==> src/rtl/spi_txe_pkg.sv <==
package spi_txe_pkg;
    typedef enum logic [1:0] {
        ST_OFF   = 2'd0,
        ST_IDLE  = 2'd1,
        ST_SHIFT = 2'd2,
        ST_IRQ   = 2'd3
    } txe_state_e;
endpackage

==> src/rtl/spi_txe_ctrl.sv <==
module spi_txe_ctrl
    import spi_txe_pkg::*;
#(
    parameter int unsigned DATA_W = 8
) (
    input  logic              clk,
    input  logic              rst_n,
    input  logic              soft_rst,
    input  logic              tx_en,
    input  logic              hold,
    input  logic              wr_valid,
    input  logic [DATA_W-1:0] wr_data,
    input  logic              char_done,
    output logic              load,
    output logic [DATA_W-1:0] load_data,
    output txe_state_e        state,
    output logic              buf_empty
);
    typedef struct packed {
        txe_state_e        st;
        logic [DATA_W-1:0] data;
        logic              full;
    } ctrl_t;

    ctrl_t ctrl_d, ctrl_q;

    always_comb begin
        ctrl_d = ctrl_q;
        load   = 1'b0;
        if (!hold) begin
            unique case (ctrl_q.st)
                ST_OFF: begin
                    if (tx_en) begin
                        if (ctrl_q.full) begin
                            load      = 1'b1;
                            ctrl_d.st = ST_SHIFT;
                        end else begin
                            ctrl_d.st = ST_IDLE;
                        end
                    end
                end
                ST_IDLE: begin
                    if (!tx_en) begin
                        ctrl_d.st = ST_OFF;
                    end else if (ctrl_q.full) begin
                        load      = 1'b1;
                        ctrl_d.st = ST_SHIFT;
                    end
                end
                ST_SHIFT: begin
                    if (char_done) begin
                        ctrl_d.st = ST_IRQ;
                    end
                end
                ST_IRQ: begin
                    if (ctrl_q.full) begin
                        load      = 1'b1;
                        ctrl_d.st = ST_SHIFT;
                    end else if (tx_en) begin
                        ctrl_d.st = ST_IDLE;
                    end else begin
                        ctrl_d.st = ST_OFF;
                    end
                end
                default: ctrl_d.st = ST_OFF;
            endcase
        end
        if (load) begin
            ctrl_d.full = 1'b0;
        end
        if (wr_valid) begin
            ctrl_d.data = wr_data;
            ctrl_d.full = 1'b1;
        end
        if (soft_rst) begin
            load        = 1'b0;
            ctrl_d.st   = ST_OFF;
            ctrl_d.data = '0;
            ctrl_d.full = 1'b0;
        end
    end

    always_ff @(posedge clk or negedge rst_n) begin
        if (!rst_n) begin
            ctrl_q.st   <= ST_OFF;
            ctrl_q.data <= '0;
            ctrl_q.full <= 1'b0;
        end else begin
            ctrl_q <= ctrl_d;
        end
    end

    assign load_data = ctrl_q.data;
    assign state     = ctrl_q.st;
    assign buf_empty = !ctrl_q.full;
endmodule

==> src/rtl/spi_txe_sclk.sv <==
module spi_txe_sclk #(
    parameter int unsigned HALF_DIV = 2
) (
    input  logic clk,
    input  logic rst_n,
    input  logic clear,
    input  logic run,
    output logic phase,
    output logic fall_tick
);
    localparam int unsigned CNT_W = (HALF_DIV > 1) ? $clog2(HALF_DIV) : 1;

    typedef struct packed {
        logic [CNT_W-1:0] cnt;
        logic             phase;
    } div_t;

    div_t div_d, div_q;
    logic half_end;

    generate
        if (HALF_DIV == 1) begin : g_no_count
            assign half_end = 1'b1;
        end else begin : g_count
            assign half_end = (div_q.cnt == CNT_W'(HALF_DIV - 1));
        end
    endgenerate

    always_comb begin
        div_d     = div_q;
        fall_tick = run && div_q.phase && half_end;
        if (run) begin
            if (half_end) begin
                div_d.cnt   = '0;
                div_d.phase = !div_q.phase;
            end else begin
                div_d.cnt = div_q.cnt + 1'b1;
            end
        end
        if (clear) begin
            div_d.cnt   = '0;
            div_d.phase = 1'b0;
        end
    end

    always_ff @(posedge clk or negedge rst_n) begin
        if (!rst_n) begin
            div_q.cnt   <= '0;
            div_q.phase <= 1'b0;
        end else begin
            div_q <= div_d;
        end
    end

    assign phase = div_q.phase;
endmodule

==> src/rtl/spi_txe_shifter.sv <==
module spi_txe_shifter #(
    parameter int unsigned DATA_W = 8
) (
    input  logic              clk,
    input  logic              rst_n,
    input  logic              clear,
    input  logic              load,
    input  logic [DATA_W-1:0] load_data,
    input  logic              shift,
    output logic              mosi,
    output logic              last
);
    localparam int unsigned BIT_W = (DATA_W > 1) ? $clog2(DATA_W) : 1;

    typedef struct packed {
        logic [DATA_W-1:0] data;
        logic [BIT_W-1:0]  bitc;
    } shf_t;

    shf_t shf_d, shf_q;

    always_comb begin
        shf_d = shf_q;
        last  = (shf_q.bitc == BIT_W'(DATA_W - 1));
        if (load) begin
            shf_d.data = load_data;
            shf_d.bitc = '0;
        end else if (shift && !last) begin
            shf_d.data = {shf_q.data[DATA_W-2:0], 1'b0};
            shf_d.bitc = shf_q.bitc + 1'b1;
        end
        if (clear) begin
            shf_d.data = '0;
            shf_d.bitc = '0;
        end
    end

    always_ff @(posedge clk or negedge rst_n) begin
        if (!rst_n) begin
            shf_q.data <= '0;
            shf_q.bitc <= '0;
        end else begin
            shf_q <= shf_d;
        end
    end

    assign mosi = shf_q.data[DATA_W-1];
endmodule

==> src/rtl/spi_txe_master.sv <==
module spi_txe_master
    import spi_txe_pkg::*;
#(
    parameter int unsigned DATA_W   = 8,
    parameter int unsigned HALF_DIV = 2
) (
    input  logic              clk,
    input  logic              rst_n,
    input  logic              soft_rst,
    input  logic              tx_en,
    input  logic              wr_valid,
    input  logic [DATA_W-1:0] wr_data,
    input  logic              bus_claim_n,
    output logic              sclk_o,
    output logic              sclk_oe,
    output logic              mosi_o,
    output logic              mosi_oe,
    output logic              txbuf_empty,
    output logic              tx_active
);
    txe_state_e        state;
    logic              hold;
    logic              load;
    logic [DATA_W-1:0] load_data;
    logic              phase;
    logic              fall_tick;
    logic              last;
    logic              shifting;

    assign hold     = !bus_claim_n;
    assign shifting = (state == ST_SHIFT);

    spi_txe_ctrl #(.DATA_W(DATA_W)) ctrl_i (
        .clk       (clk),
        .rst_n     (rst_n),
        .soft_rst  (soft_rst),
        .tx_en     (tx_en),
        .hold      (hold),
        .wr_valid  (wr_valid),
        .wr_data   (wr_data),
        .char_done (fall_tick && last),
        .load      (load),
        .load_data (load_data),
        .state     (state),
        .buf_empty (txbuf_empty)
    );

    spi_txe_sclk #(.HALF_DIV(HALF_DIV)) sclk_i (
        .clk       (clk),
        .rst_n     (rst_n),
        .clear     (load || soft_rst),
        .run       (shifting && !hold),
        .phase     (phase),
        .fall_tick (fall_tick)
    );

    spi_txe_shifter #(.DATA_W(DATA_W)) shf_i (
        .clk       (clk),
        .rst_n     (rst_n),
        .clear     (soft_rst),
        .load      (load),
        .load_data (load_data),
        .shift     (fall_tick),
        .mosi      (mosi_o),
        .last      (last)
    );

    assign sclk_o    = shifting && phase;
    assign sclk_oe   = bus_claim_n;
    assign mosi_oe   = bus_claim_n;
    assign tx_active = shifting;
endmodule

==> config.mk <==
export PLATFORM = sky130hd
export DESIGN_NAME = spi_txe_master
export DESIGN_NICKNAME = d
export VERILOG_FILES = /design/src/rtl/spi_txe_pkg.sv /design/src/rtl/spi_txe_ctrl.sv /design/src/rtl/spi_txe_sclk.sv /design/src/rtl/spi_txe_shifter.sv /design/src/rtl/spi_txe_master.sv
export SDC_FILE = /design/constraint.sdc
export NUM_CORES = 1
export LEC_CHECK = 0
export BUFFER_PORTS_ARGS = -buffer_cell sky130_fd_sc_hd__buf_2
export CAP_MARGIN = 40
export CORE_UTILIZATION = 57
export CTS_BUF_LIST = sky130_fd_sc_hd__clkbuf_4
export CTS_CLUSTER_SIZE = 8
export DETAILED_ROUTE_END_ITERATION = 10
export GPL_ROUTABILITY_DRIVEN = 0
export PLACE_DENSITY = 0.78
export SLEW_MARGIN = 25
export SYNTH_ARGS = -nofsm -noshare
export SYNTH_HDL_FRONTEND = slang
export SYNTH_SLANG_ARGS = --single-unit
==> constraint.sdc <==
create_clock -name clk -period 2 [get_ports clk]
set_input_delay 0.1 -clock clk [delete_from_list [all_inputs] [get_ports clk]]
set_output_delay 0.1 -clock clk [all_outputs]
set_load 0.01 [all_outputs]
==> flow_summary_export.csv <==
group,metric,value,unit
run_status,status,"completed",
floorplanning,die_h,46.8,µm
global_routing,grt_max_degree,25,
sta,whs,0.0208,ns
global_routing,grt_pass1_vias,709,
cells_and_area,fin_util,0.722,
sta,slew_headroom,0.653,
sta,setup_ws,0.278,ns
place,hpwl,1420,µm
sta,drv_slew,0,
routing,avgViaCountPerCell,5.57,
cts,clk_pin_slew_worst_paths,0.13,ns
synthesis,yosysWarnings,0,
synthesis,seq_area_frac_synth,0.524,
routing,drt_first_pass_iters,4,
global_routing,grt_pass1_wl,3130,µm
synthesis,synthesis.instances,106,
synthesis,netlist.area_leader.share,0.524,
worst_setup_path,crit_type,"reg2reg",
sta,worst_pin_slew,0.520,ns
global_routing,antenna_found_initial,0,
sta,setup_tns,0,ns
cells_and_area,drive_gt1_frac,0.232,
worst_hold_path,holdPathStages,3,
cts,cts_sinks,24,
worst_hold_path,hold_path_class,"in2reg",
cts,cts-resized-gates,0,
cells_and_area,mostFrequentLayoutCells,"24 x dfrtp_1, 19 x buf_2, 16 x nor2_1",
global_routing,overflow,0,
worst_setup_path,cp-end-kind,"register",
cells_and_area,layout_commonest_cell,"dfrtp_1",
synthesis,synth.distinct_cells,26,
cts,ctsLongestPathBuffers,2,
routing,vias,836,
sta,finalHoldViolCount,0,
synthesis,synth_top_cell_by_area,"dfrtp_1",
floorplanning,core,1800,µm²
cells_and_area,antenna_cells,0,
worst_setup_path,crit_fanout,12,
worst_setup_path,reg2reg_slack,0.28,ns
worst_setup_path,worstPathArrival,1.91,ns
cts,cts_made_buffers,3,
floorplanning,initial_utilization,0.636,
routing,drt_iter0_markers,21,
global_routing,grt_usage,0.211,
cts,clk-insertion-delay-late,0.31,ns
synthesis,syn_nets,122,
sta,fin_crit,1.72,ns
sta,setup_viol,0,
floorplanning,dieArea,2190,µm²
run,drv_cap,0,
worst_setup_path,ff2ff_path_depth,6,
floorplanning,fp.dieW,46.8,µm
routing,routed_wl,1980,µm
sta,max_freq,581,MHz
cells_and_area,nNetsFinal,142,
sta,period_share,0.861,
synthesis,syn_area,1150,µm²
power,p_leak,0.662,nW
synthesis,ys_seq_elements,24,
cells_and_area,layout.cells.non_filler,150,
routing,drt_drc_violations_left,0,
floorplanning,io_pins,20,
power,powerDensity,765,nW/µm²
sta,finClkSkew,0.00932,ns
cells_and_area,syn_to_final_growth,13.4,%
synthesis,synth_top_cells_by_area,"dfrtp_1 52%, mux2i_1 9.6%, a2bb2oi_1 5.3%",
routing,routedWlPerCell,13.2,µm
cts,h-tree-depth,1,
floorplanning,rows,15,
worst_setup_path,worstSetupStartpointType,"register",
sta,rsz0062_at_grt,"false",
place,portBuffers,19,
worst_setup_path,crit_required,2.19,ns
routing,drtAntennaViolNets,0,
place,place_inst,145,
power,irDropWorstVdd,0.000634,V
cts,cts_root_buffer,"clkbuf_4",
cts,tritoncts,"built",
synthesis,avgSynthCellArea,10.8,µm²
place,dp_slack,0.286,ns
worst max-delay path, stage by stage (launching register included):
cell and delay, ns:
dfrtp_1 0.41, ha_1 0.20, ha_1 0.20, nor2b_1 0.21
nand4_4 0.22, o21ai_0 0.26, a2bb2oi_1 0.10
kinds of logic after synthesis:
group	count (synthesis)	share of synthesized area
AND/OR/NAND/NOR	35	0.155
flip-flops	24	0.524
AO/OA/AOI/OAI	22	0.133
multiplexers	11	0.0961
buffers and inverters	9	0.0469
XOR/XNOR	3	0.0229
adder cells (fa/ha/maj)	2	0.0218
per-stage QoR:
step / instance area, µm² / power, mW
finish: 1300 / 0.995
global route: 1300 / 1.04
CTS: 1300 / 1.01
detailed placement: 1240 / 0.662
global placement: 1240 / 0.658
floorplan: 1150 / 0.617
power by group:
group / internal [mW] / leakage [nW] / switching (mW)
Sequential: 0.513 / 0.317 / 0.0187
Clock: 0.203 / 0.0279 / 0.138
Combinational: 0.0547 / 0.317 / 0.0674
Total: 0.770 / 0.662 / 0.224
timing repair:
item	4_1_cts	5_1_grt
endpoints found under the setup margin	0	0
hold buffers	1	0
endpoints found under the hold margin	24	0
setup buffers	0	0
metal layers:
metal / track usage / part of all wire
met5: 0 / 0
met4: 0.103 / 0.012
met3: 0.0346 / 0.032
met2: 0.311 / 0.48
met1: 0.303 / 0.47
area by class of cell:
cell class | instances | area [µm²]
sequential | 24 | 601
multi-input combinational | 73 | 492
timing repair buffer | 21 | 113
tap | 25 | 31.3
clock inverter | 1 | 30.0
clock buffer | 3 | 22.5
fill | 142 | 502
inverter | 3 | 11.3
flip-flops by register name, indices dropped and copies added, names as in the netlist:
register          cells
ctrl_i.state          2
shf_i.mosi            1
sclk_i.half_end       1
sclk_i.phase          1
ctrl_i.load_data      8
ctrl_i.ctrl_q         1
shf_i.shf_q          10
synth_stat cells, drive strengths merged:
| cell type | number |
|---|---|
| dfrtp | 24 |
| nor2 | 16 |
| mux2i | 11 |
| nand2 | 11 |
| a2bb2oi | 7 |
| o21ai | 7 |
| buf | 5 |
| a21oi | 3 |
| inv | 3 |
| xor2 | 3 |
| ha | 2 |
| nand3 | 2 |
| nor2b | 2 |
| nor3 | 2 |
| a211oi | 1 |
| a32o | 1 |
| and2 | 1 |
| clkbuf | 1 |
| nand4 | 1 |
| o21ba | 1 |
| o21bai | 1 |
| o22ai | 1 |
worst paths after layout:
kind / from / endpoint
setup / recovery: shf_i.shf_q[0] / shf_i.shf_q[5]
hold / removal: wr_data[7] / ctrl_i.load_data[7]
setup reg to reg: shf_i.shf_q[0] / shf_i.shf_q[5]
hold reg to reg: ctrl_i.load_data[0] / shf_i.shf_q[3]
max in group asynchronous: rst_n / shf_i.shf_q[4]
min in group asynchronous: rst_n / shf_i.shf_q[8]
No activity file was read; power rests on OpenSTA's default activity.
